### config.mk
export PLATFORM = sky130hd
export DESIGN_NAME = async_mem_ctrl
export DESIGN_NICKNAME = d
export VERILOG_FILES = /design/src/rtl/amc_pkg.sv /design/src/rtl/amc_field_sel.sv /design/src/rtl/amc_wait_sync.sv /design/src/rtl/amc_recovery.sv /design/src/rtl/amc_lane.sv /design/src/rtl/async_mem_ctrl.sv
export SDC_FILE = /design/constraint.sdc
export NUM_CORES = 1
export LEC_CHECK = 0
export BUFFER_PORTS_ARGS = -buffer_cell sky130_fd_sc_hd__clkbuf_2
export CORE_AREA = 2 2 122 124
export CTS_BUF_LIST = sky130_fd_sc_hd__clkbuf_16
export CTS_CLUSTER_SIZE = 25
export DETAILED_ROUTE_END_ITERATION = 12
export DIE_AREA = 0 0 124 126
export PLACE_DENSITY_LB_ADDON = 0.12
export SETUP_SLACK_MARGIN = 0.05
export SLEW_MARGIN = 10
export SYNTH_ARGS = -nofsm -noshare
export SYNTH_HDL_FRONTEND = slang
export SYNTH_SLANG_ARGS = --single-unit
### constraint.sdc
create_clock -name clk -period 10.1 [get_ports clk]
set_input_delay 2.02 -clock clk [delete_from_list [all_inputs] [get_ports clk]]
set_output_delay 2.02 -clock clk [all_outputs]
set_load 0.02 [all_outputs]
### src/rtl/amc_pkg.sv
package amc_pkg;
  typedef enum logic [2:0] {
    ST_IDLE,
    ST_GAP,
    ST_CMD,
    ST_STB,
    ST_HOLD,
    ST_DONE
  } amc_state_e;
endpackage

### src/rtl/amc_field_sel.sv
module amc_field_sel #(
  parameter int N  = 4,
  parameter int W  = 4,
  parameter int SW = 2
) (
  input  logic [N*W-1:0] vec,
  input  logic [SW-1:0]  sel,
  output logic [W-1:0]   val
);
  logic [W-1:0] fields [N];
  for (genvar i = 0; i < N; i++) begin : g_split
    assign fields[i] = vec[i*W +: W];
  end
  assign val = fields[sel];
endmodule

### src/rtl/amc_wait_sync.sv
module amc_wait_sync (
  input  logic clk,
  input  logic rst_n,
  input  logic async_n,
  output logic sync_n
);
  logic meta_n;
  always_ff @(posedge clk or negedge rst_n) begin
    if (!rst_n) begin
      meta_n <= 1'b1;
      sync_n <= 1'b1;
    end else begin
      meta_n <= async_n;
      sync_n <= meta_n;
    end
  end
endmodule

### src/rtl/amc_recovery.sv
module amc_recovery #(
  parameter int CW  = 4,
  parameter int RSW = 2
) (
  input  logic           last_valid,
  input  logic [RSW-1:0] last_region,
  input  logic           last_write,
  input  logic [RSW-1:0] new_region,
  input  logic           new_write,
  input  logic [CW-1:0]  rec_cs,
  input  logic [CW-1:0]  rec_rw,
  input  logic [CW-1:0]  rec_rd,
  input  logic [CW-1:0]  rec_wr,
  output logic [CW-1:0]  need
);
  logic [CW-1:0] base;
  always_comb begin
    base = last_write ? rec_wr : rec_rd;
    need = '0;
    if (last_valid) begin
      need = base;
      if (last_region != new_region && rec_cs > need) need = rec_cs;
      if (last_write != new_write && rec_rw > need) need = rec_rw;
    end
  end
endmodule

### src/rtl/amc_lane.sv
module amc_lane #(
  parameter int EXT_AW = 24
) (
  input  logic              wide,
  input  logic              half,
  input  logic [EXT_AW-3:0] word,
  input  logic [31:0]       wdata,
  input  logic [3:0]        be,
  output logic [EXT_AW-1:0] addr,
  output logic [31:0]       dout,
  output logic [3:0]        bc_n
);
  logic [15:0] hw;
  logic [1:0]  hbe;
  assign hw  = half ? wdata[31:16] : wdata[15:0];
  assign hbe = half ? be[3:2] : be[1:0];
  always_comb begin
    if (wide) begin
      addr = {word, 2'b00};
      dout = wdata;
      bc_n = ~be;
    end else begin
      addr = {word, half, 1'b0};
      dout = {hw, hw};
      bc_n = {2'b11, ~hbe};
    end
  end
endmodule

### src/rtl/async_mem_ctrl.sv
module async_mem_ctrl
  import amc_pkg::*;
#(
  parameter int NREGION = 4,
  parameter int EXT_AW  = 24,
  parameter int CW      = 4,
  localparam int RSW    = $clog2(NREGION),
  localparam int IAW    = RSW + EXT_AW - 2,
  localparam int FW     = NREGION * CW
) (
  input  logic               clk,
  input  logic               rst_n,
  input  logic [NREGION-1:0] cfg_wide,
  input  logic [NREGION-1:0] cfg_wait_en,
  input  logic [FW-1:0]      cfg_cmd,
  input  logic [FW-1:0]      cfg_wait,
  input  logic [FW-1:0]      cfg_hold,
  input  logic [FW-1:0]      cfg_rec_cs,
  input  logic [FW-1:0]      cfg_rec_rw,
  input  logic [FW-1:0]      cfg_rec_rd,
  input  logic [FW-1:0]      cfg_rec_wr,
  input  logic               req_valid,
  output logic               req_ready,
  input  logic [IAW-1:0]     req_addr,
  input  logic               req_write,
  input  logic [31:0]        req_wdata,
  input  logic [3:0]         req_be,
  output logic               rsp_valid,
  output logic [31:0]        rsp_rdata,
  output logic [EXT_AW-1:0]  ext_addr,
  output logic [31:0]        ext_dout,
  output logic               ext_doe,
  input  logic [31:0]        ext_din,
  output logic [NREGION-1:0] ext_cs_n,
  output logic               ext_rd_n,
  output logic               ext_wr_n,
  output logic               ext_rw,
  output logic [3:0]         ext_bc_n,
  input  logic               ext_wait_n
);
  amc_state_e        state;
  logic [CW-1:0]     cnt;
  logic [CW-1:0]     idle_cnt;
  logic [EXT_AW-3:0] r_word;
  logic [RSW-1:0]    r_region;
  logic              r_write;
  logic [31:0]       r_wdata;
  logic [3:0]        r_be;
  logic              r_half;
  logic [31:0]       rdata;
  logic              last_valid;
  logic [RSW-1:0]    last_region;
  logic              last_write;
  logic              wait_s_n;

  // settings of the region in progress
  logic [0:0]    cur_wide, cur_wait_en;
  logic [CW-1:0] cur_cmd, cur_wait, cur_hold;
  // idle counts of the region used last
  logic [CW-1:0] lr_cs, lr_rw, lr_rd, lr_wr, need;

  amc_field_sel #(.N(NREGION), .W(1),  .SW(RSW)) u_sel_wide (.vec(cfg_wide),    .sel(r_region), .val(cur_wide));
  amc_field_sel #(.N(NREGION), .W(1),  .SW(RSW)) u_sel_wen  (.vec(cfg_wait_en), .sel(r_region), .val(cur_wait_en));
  amc_field_sel #(.N(NREGION), .W(CW), .SW(RSW)) u_sel_cmd  (.vec(cfg_cmd),     .sel(r_region), .val(cur_cmd));
  amc_field_sel #(.N(NREGION), .W(CW), .SW(RSW)) u_sel_wait (.vec(cfg_wait),    .sel(r_region), .val(cur_wait));
  amc_field_sel #(.N(NREGION), .W(CW), .SW(RSW)) u_sel_hold (.vec(cfg_hold),    .sel(r_region), .val(cur_hold));
  amc_field_sel #(.N(NREGION), .W(CW), .SW(RSW)) u_sel_rcs  (.vec(cfg_rec_cs),  .sel(last_region), .val(lr_cs));
  amc_field_sel #(.N(NREGION), .W(CW), .SW(RSW)) u_sel_rrw  (.vec(cfg_rec_rw),  .sel(last_region), .val(lr_rw));
  amc_field_sel #(.N(NREGION), .W(CW), .SW(RSW)) u_sel_rrd  (.vec(cfg_rec_rd),  .sel(last_region), .val(lr_rd));
  amc_field_sel #(.N(NREGION), .W(CW), .SW(RSW)) u_sel_rwr  (.vec(cfg_rec_wr),  .sel(last_region), .val(lr_wr));

  amc_recovery #(.CW(CW), .RSW(RSW)) u_rec (
    .last_valid(last_valid), .last_region(last_region), .last_write(last_write),
    .new_region(r_region), .new_write(r_write),
    .rec_cs(lr_cs), .rec_rw(lr_rw), .rec_rd(lr_rd), .rec_wr(lr_wr),
    .need(need)
  );

  amc_wait_sync u_wsync (.clk(clk), .rst_n(rst_n), .async_n(ext_wait_n), .sync_n(wait_s_n));

  logic [EXT_AW-1:0] lane_addr;
  logic [31:0]       lane_dout;
  logic [3:0]        lane_bc_n;
  amc_lane #(.EXT_AW(EXT_AW)) u_lane (
    .wide(cur_wide[0]), .half(r_half), .word(r_word), .wdata(r_wdata), .be(r_be),
    .addr(lane_addr), .dout(lane_dout), .bc_n(lane_bc_n)
  );

  logic active, idle_ok, stb_done, cyc_end, skip_lo, skip_hi;
  assign active   = (state == ST_CMD) || (state == ST_STB) || (state == ST_HOLD);
  assign idle_ok  = ({1'b0, idle_cnt} + (CW+1)'(1)) >= {1'b0, need};
  assign stb_done = (state == ST_STB) && (cnt == '0) && !(cur_wait_en[0] && !wait_s_n);
  assign cyc_end  = (stb_done && !(r_write && cur_hold != '0)) ||
                    ((state == ST_HOLD) && (cnt <= CW'(1)));
  assign skip_lo  = !cur_wide[0] && !r_half && (r_be[1:0] == 2'b00);
  assign skip_hi  = !cur_wide[0] && r_half && (r_be[3:2] == 2'b00);

  always_ff @(posedge clk or negedge rst_n) begin
    if (!rst_n) begin
      state       <= ST_IDLE;
      cnt         <= '0;
      idle_cnt    <= '1;
      r_word      <= '0;
      r_region    <= '0;
      r_write     <= 1'b0;
      r_wdata     <= '0;
      r_be        <= '0;
      r_half      <= 1'b0;
      rdata       <= '0;
      last_valid  <= 1'b0;
      last_region <= '0;
      last_write  <= 1'b0;
    end else begin
      if (active) idle_cnt <= '0;
      else if (idle_cnt != '1) idle_cnt <= idle_cnt + 1'b1;

      case (state)
        ST_IDLE: if (req_valid) begin
          r_region <= req_addr[IAW-1 -: RSW];
          r_word   <= req_addr[EXT_AW-3:0];
          r_write  <= req_write;
          r_wdata  <= req_wdata;
          r_be     <= req_be;
          r_half   <= 1'b0;
          rdata    <= '0;
          state    <= ST_GAP;
        end
        ST_GAP: begin
          if (skip_lo) r_half <= 1'b1;
          else if (skip_hi) state <= ST_DONE;
          else if (idle_ok) begin
            if (cur_cmd == '0) begin
              state <= ST_STB;
              cnt   <= cur_wait;
            end else begin
              state <= ST_CMD;
              cnt   <= cur_cmd;
            end
          end
        end
        ST_CMD: begin
          if (cnt <= CW'(1)) begin
            state <= ST_STB;
            cnt   <= cur_wait;
          end else cnt <= cnt - 1'b1;
        end
        ST_STB: begin
          if (cnt != '0) cnt <= cnt - 1'b1;
          else if (stb_done) begin
            if (!r_write) begin
              if (cur_wide[0]) rdata <= ext_din;
              else if (r_half) rdata[31:16] <= ext_din[15:0];
              else rdata[15:0] <= ext_din[15:0];
            end
            if (r_write && cur_hold != '0) begin
              state <= ST_HOLD;
              cnt   <= cur_hold;
            end
          end
        end
        ST_HOLD: if (cnt > CW'(1)) cnt <= cnt - 1'b1;
        ST_DONE: state <= ST_IDLE;
        default: state <= ST_IDLE;
      endcase

      if (cyc_end) begin
        last_valid  <= 1'b1;
        last_region <= r_region;
        last_write  <= r_write;
        if (!cur_wide[0] && !r_half) begin
          r_half <= 1'b1;
          state  <= ST_GAP;
        end else state <= ST_DONE;
      end
    end
  end

  for (genvar i = 0; i < NREGION; i++) begin : g_cs
    assign ext_cs_n[i] = !(active && (r_region == RSW'(i)));
  end

  assign ext_rd_n  = !((state == ST_STB) && !r_write);
  assign ext_wr_n  = !((state == ST_STB) && r_write);
  assign ext_rw    = active ? !r_write : 1'b1;
  assign ext_doe   = active && r_write;
  assign ext_addr  = active ? lane_addr : '0;
  assign ext_dout  = (active && r_write) ? lane_dout : '0;
  assign ext_bc_n  = active ? lane_bc_n : 4'hF;
  assign req_ready = (state == ST_IDLE);
  assign rsp_valid = (state == ST_DONE);
  assign rsp_rdata = rdata;
endmodule

# Word-level counts from Yosys, hierarchy flattened
# Index checks and enable logic that the tools add are counted.
op_classes:
  addsub: 3
  order_cmp: 7
  eq_ne: 31
  n_mux: 78
  bitwise_logic: 4
  reduce_logical: 50
op_table:
  columns: ["cell", "count"]
  rows:
  - ["32-bit 2-to-1 mux", 7]
  - ["4-bit 2-to-1 mux", 32]
  - ["32-bit case mux with 2 select lines", 1]
  - ["4-bit binary-select mux with 2-bit select", 7]
  - ["16-bit 2-to-1 mux", 3]
  - ["3-bit 2-to-1 mux", 10]
  - ["24-bit 2-to-1 mux", 1]
  - ["3-bit inequality test (second input constant)", 8]
  - ["1-bit logical AND", 19]
  - ["2-bit inequality test (second input constant)", 8]
  - ["4-bit case mux with 4 select lines", 1]
  - ["3-bit case mux with 5 select lines", 1]
  - ["1-bit logical NOT", 12]
  - ["6-bit AND reduction", 2]
  - ["4-bit nonzero test", 3]
  - ["1-bit 2-to-1 mux", 10]
  - ["4-bit > comparator", 2]
  - ["4-bit logical NOT", 2]
  - ["4-bit inequality test (second input constant)", 2]
  - ["8-bit AND reduction", 1]
  - ["7-bit AND reduction", 1]
  - ["3-bit by 2-bit equality test with 1-bit output (second input constant)", 2]
  - ["3-bit equality test (second input constant)", 2]
  - ["3-bit >= comparator (second input constant)", 2]
  - ["24 further kinds", 34]
totals:
  register_bits: 111
  in_bits: 217
  out_inout_bits: 102
  wordCells: 189

# Logic depth before layout (Yosys ltp)
logic_depth:
  ltp_word: 19
  mapped_depth: 24
  depth_no_buf: 23

# Hierarchy
# Synthesis repeated with hierarchy kept, for this count alone.
unflattened:
  hier_cells: 656
  area_unflattened_um2: 7503.4
by_module_without_submodules:
  columns: ["module", "n_inst", "cells_per_inst", "area_per_inst_um2", "seq_area_each_um2"]
  rows:
  - ["async_mem_ctrl", 1, 512, 5639.2, 2732.6]
  - ["amc_field_sel at u_sel_cmd ...", 7, 4, 105.1, 0.0]
  - ["amc_lane", 1, 65, 645.6, 0.0]
  - ["amc_recovery", 1, 47, 385.4, 0.0]
  - ["amc_wait_sync", 1, 2, 52.6, 52.6]
  - ["amc_field_sel at u_sel_wen ...", 2, 1, 22.5, 0.0]

# Least setup slack after synthesis
# Ideal clock, no wire load.
synth_path:
  path_kind: "in2reg"
  start: "in cfg_rec_wr[13]"
  end: "reg cnt[0]"
  setup_ps: 125
  arrival_time_ps: 6739
  t_required_ps: 9975
  setup_slack_ps: 3237
  cell_stages: 23
  path_buffers: 0
  path_cell_list: "mux4_2 mux2_2 inv_1 ha_1 nor2b_1 o21a_1 o21a_1 o221ai_1 mux2i_1 ha_1 nor2b_1 o21a_1 o21a_1 o211ai_1 nor2_1 a31o_2 ha_1 nand2b_1 a211oi_1 o21ai_0 nand3_1 o21bai_4 mux2_2"
synth_via:
  elab_chain_cells: 15
synth_lines:
  columns: ["element", "line", "rtl"]
  rows:
  - ["start: declaration", "async_mem_ctrl.sv:21", "input logic [FW-1:0] cfg_rec_wr,"]
  - ["4-bit binary-select mux with 2-bit select (*)", "amc_field_sel.sv:14", "assign val = fields[sel];"]
  - ["4-bit 2-to-1 mux (implied by the code) (*) (2 in series)", "amc_field_sel.sv:14", null]
  - ["4-bit 2-to-1 mux (*)", "amc_recovery.sv:18", "base = last_write ? rec_wr : rec_rd;"]
  - ["4-bit > comparator", "amc_recovery.sv:22", "if (last_region != new_region && rec_cs > need) need = rec_cs;"]
  - ["1-bit logical AND", "amc_recovery.sv:22", null]
  - ["4-bit 2-to-1 mux (*)", "amc_recovery.sv:22", null]
  - ["4-bit 2-to-1 mux (*)", "amc_recovery.sv:20", "if (last_valid) begin"]
  - ["4-bit > comparator", "amc_recovery.sv:23", "if (last_write != new_write && rec_rw > need) need = rec_rw;"]
  - ["1-bit logical AND", "amc_recovery.sv:23", null]
  - ["4-bit 2-to-1 mux (*)", "amc_recovery.sv:23", null]
  - ["4-bit 2-to-1 mux (*)", "amc_recovery.sv:20", null]
  - ["5-bit by 4-bit >= comparator with 1-bit output (*)", "async_mem_ctrl.sv:91", "assign idle_ok = ({1'b0, idle_cnt} + (CW+1)'(1)) >= {1'b0, need};"]
  - ["2-bit inequality test (no source line) (*)", null, null]
  - ["7-bit AND reduction (no source line) (*)", null, null]
  - ["end signal: assignment", "async_mem_ctrl.sv:134", "cnt <= cur_wait;"]
  - ["end signal: assignment", "async_mem_ctrl.sv:137", "cnt <= cur_cmd;"]
  - ["end signal: assignment", "async_mem_ctrl.sv:144", "cnt <= cur_wait;"]
  - ["end: declaration", "async_mem_ctrl.sv:42", "logic [CW-1:0] cnt;"]
# Mark *: on every way between the ends. The rest lies on a longest branch, timed or not. The select of a mux whose other input is x is not followed.
# A chain may end at the register's enable or synchronous reset.

# Worst setup path after layout
layout_path:
  start: "in cfg_rec_rd[13]"
  end: "reg cnt[3]"
layout_via:
  elab_chain_cells: 15
layout_lines:
  columns: ["element", "line", "rtl"]
  rows:
  - ["start: declaration", "async_mem_ctrl.sv:20", "input logic [FW-1:0] cfg_rec_rd,"]
  - ["4-bit binary-select mux with 2-bit select (*)", "amc_field_sel.sv:14", null]
  - ["4-bit 2-to-1 mux (implied by the code) (*) (2 in series)", "amc_field_sel.sv:14", null]
  - ["4-bit 2-to-1 mux (*)", "amc_recovery.sv:18", null]
  - ["4-bit > comparator", "amc_recovery.sv:22", null]
  - ["1-bit logical AND", "amc_recovery.sv:22", null]
  - ["4-bit 2-to-1 mux (*)", "amc_recovery.sv:22", null]
  - ["4-bit 2-to-1 mux (*)", "amc_recovery.sv:20", null]
  - ["4-bit > comparator", "amc_recovery.sv:23", null]
  - ["1-bit logical AND", "amc_recovery.sv:23", null]
  - ["4-bit 2-to-1 mux (*)", "amc_recovery.sv:23", null]
  - ["4-bit 2-to-1 mux (*)", "amc_recovery.sv:20", null]
  - ["5-bit by 4-bit >= comparator with 1-bit output (*)", "async_mem_ctrl.sv:91", null]
  - ["2-bit inequality test (no source line) (*)", null, null]
  - ["7-bit AND reduction (no source line) (*)", null, null]
# Marks and branches as above.

==> summary.md <==
| Metric | Value |
|---|---|
| Post-synth top area share | 38.9% |
| Overflow after GRT | 0 |
| Fin crit period | 7.05 ns |
| Crit path DAT | 7.29 ns |
| Final Hold Vio Count | 0 |
| Metal3 WL | 1660 µm |
| Final Util | 61.1% |
| Met1 WL | 7840 µm |
| Share of layout cells above drive strength 1 | 48.2% |
| CP max stage cell | mux4_2 |
| # fillers | 1338 |
| Pre-CTS setup slack | 2.69 ns |
| Max-cap violations | 0 |
| Routed wire length | 18700 µm |
| Headroom to the max-slew limit | 23.2% |
| Synth top area cells | dfrtp_1 (39%), mux2_2 (12%), mux4_2 (8.3%) |
| Max Slew Vio Count | 0 |
| H-tree depth | 3 |
| Worst-path fanout max | 7 |
| Max Clock Freq | 142 MHz |
| Sequential-to-total area share from yosys stat | 41.2% |
| CTS buffer count | 9 |
| Routed WL per cell | 16.6 µm |
| # setup viols final | 0 |
| CTS tree | yes |
| Mapped Nets | 883 |
| Starting density of the core | 47.2% |
| Floorplan core area | 14300 µm² |
| Num rows | 44 |
| Crit end category | register |
| Top Layer Used | met4 |
| Yosys reg bits | 111 |
| Critical path class | in2reg |
| Die W | 124 µm |
| PortBufs | 317 |
| Synth-to-Final Area Change | 29.3% |
| Leading area contributor after synthesis | dfrtp_1 |
| Asr flop ratio synth | 100% |
| Final net count | 1174 |
| Setup bufs post-CTS | 0 |
| Average size of a mapped cell | 10.4 µm² |
| Vias | 6057 |
| Most frequent CP cell | o21a_1 |
| Most frequent cells after synthesis | nand2_1 (136), dfrtp_1 (105), mux2_2 (72), a21oi_1 (39), clkbuf_1 (27) |
| Crit path largest cell delay | 0.46 ns |
| Delay-heaviest family, CP | compound AO/OA/AOI/OAI gates |
| Mapped Cells | 651 |
| CTS Root Cell | clkbuf_16 |
| Die ar. | 15600 µm² |
| Post-route DRC | 0 |
| Antenna Nets Post-Route | 0 |
| Yosys warns | 0 |
| Die Height | 126 µm |
| Clk pin slew, worst setup/hold paths | 0.07 ns |
| First-pass GRT wire length | 30300 µm |
| Dpl hpwl | 14200 µm |
| Post-place instance area | 8450 µm² |
| CTS Sinks | 111 |
| PwrDens | 332 nW/µm² |
| Reg2reg setup slack | 3.80 ns |
| TNS Setup | 0 ns |
| Worst Hold Class | reg2reg |
| Crit share post-route | 69.8% |
| CP Cell Sequence | clkbuf_2 > mux4_2 > mux2_2 > inv_1 > ha_1 > nor2b_1 > o21a_1 > o21a_1 > o221ai_1 > mux2i_1 > ha_1 > nor2b_1 > o21a_1 > o21a_1 > o211ai_1 > nor2_1 > a31o_2 > ha_1 > nand2b_1 > a211oi_1 > o21ai_0 > nand3_1 > o21bai_4 > mux2_2 |
| Gates resized, CTS repair | 0 |
| Library cells used by synthesis | 57 |
| Initial antenna violation count | 0 |
| Largest net degree at the start of global routing | 67 |
| Maximum root-to-sink buffer count | 2 |
| Unrepaired setup endpoints after global routing | false |
| First-pass detailed-route iteration total | 4 |
| Ant. Diodes | 0 |
| Routed met2 length | 8830 µm |
| Cell Area, Synth | 6760 µm² |
| Tot GR Track Use | 24.7% |
| Worst EP required | 10.34 ns |
| Placer Congestion | 0.866 |
| CP bufs+invs | 2 |
| Final WS setup | 3.05 ns |
| Count leader, synth | nand2_1 |
| Initial DRC Count | 303 |
| I/O pins | 319 |
| Worst-Skew Late Latency | 0.35 ns |
| Hold Buf Count CTS | 0 |
| Leak Pwr | 4.35 nW |
| Clk_skew | 0.00769 ns |
| Peak VDD IR | 0.191 mV |
| Worst-margin pin slew | 1.15 ns |
| Primary FF master, synth | dfrtp_1 |
| Post-synth EDFFs | 0 |
| Worst setup SP type | input port |
| Vias per inst | 5.36 |
| Vias in the first global route | 6081 |
| Status | complete, no violations |
| Final Instance Area | 8740 µm² |
cells in the final DEF, fill, tap and decap left out, drive strengths merged, types with 6 or more instances in the layout:
| cell | count |
|---|---|
| a211oi | 6 |
| a21oi | 40 |
| and2 | 23 |
| buf | 9 |
| clkbuf | 325 |
| dfrtp | 105 |
| dfstp | 6 |
| ha | 15 |
| inv | 11 |
| mux2 | 72 |
| mux2i | 20 |
| mux4 | 30 |
| nand2 | 136 |
| nand2b | 8 |
| nand3 | 7 |
| nor2 | 18 |
| nor2b | 9 |
| nor3 | 6 |
| o21ai | 27 |
| o31ai | 18 |
per-stage QoR:
step / instances / total power, mW / hold slack [ns]
after floorplan: 651 / 2.09 / 0.345
after global placement: 1115 / 2.54 / 0.346
after detailed placement: 1115 / 2.56 / 0.351
after CTS: 1131 / 2.93 / 0.365
after global routing: 1131 / 3.16 / 0.369
final: 1131 / 2.90 / 0.362
cell type report:
class	instances	area, µm²	area share, %
clock inverter	7	65.1	0.744
multi-input combinational	485	3750	42.9
sequential	111	2790	31.9
tap	184	230	2.63
clock buffer	9	225	2.58
inverter	10	37.5	0.429
timing repair buffer	325	1650	18.9
final timing paths:
kind,from,to,cells after the start
setup / recovery,cfg_rec_rd[13],cnt[3],24
hold / removal,u_wsync.meta_n,u_wsync.sync_n,0
setup reg to reg,last_region[0],cnt[3],24
hold reg to reg,u_wsync.meta_n,u_wsync.sync_n,0
max in group asynchronous,rst_n,r_region[1],2
min in group asynchronous,rst_n,rsp_rdata[16],1
registers in the layout (all words and copies together), names as in the netlist, 3 cells and up:
name,cells
rsp_rdata,32
cnt,4
idle_cnt,4
state,3
r_wdata,32
r_word,22
r_be,4
cell families after synthesis:
| logic type | share of synthesized area [%] |
|---|---|
| other | 0.0555 |
| AND/OR/NAND/NOR | 15.2 |
| XOR/XNOR | 0.907 |
| multiplexers | 25.2 |
| adder cells (fa/ha/maj) | 2.78 |
| buffers and inverters | 3.42 |
| AO/OA/AOI/OAI | 11.2 |
| flip-flops | 41.2 |
per-layer routing:
| layer | GRT usage [%] | vias up |
|---|---|---|
| li1 | - | 2915 |
| met2 | 39.4 | 207 |
| met5 | 0 | - |
| met4 | 7.73 | 0 |
| met3 | 9.42 | 33 |
| met1 | 31.0 | 2902 |
power by group:
part / internal (mW) / switching, mW / total [mW]
combinational: 0.758 / 0.973 / 1.73
clock: 0.191 / 0.163 / 0.354
sequential: 0.649 / 0.167 / 0.816
total: 1.60 / 1.30 / 2.90
Note: power is estimated with default switching activity, not from simulation.
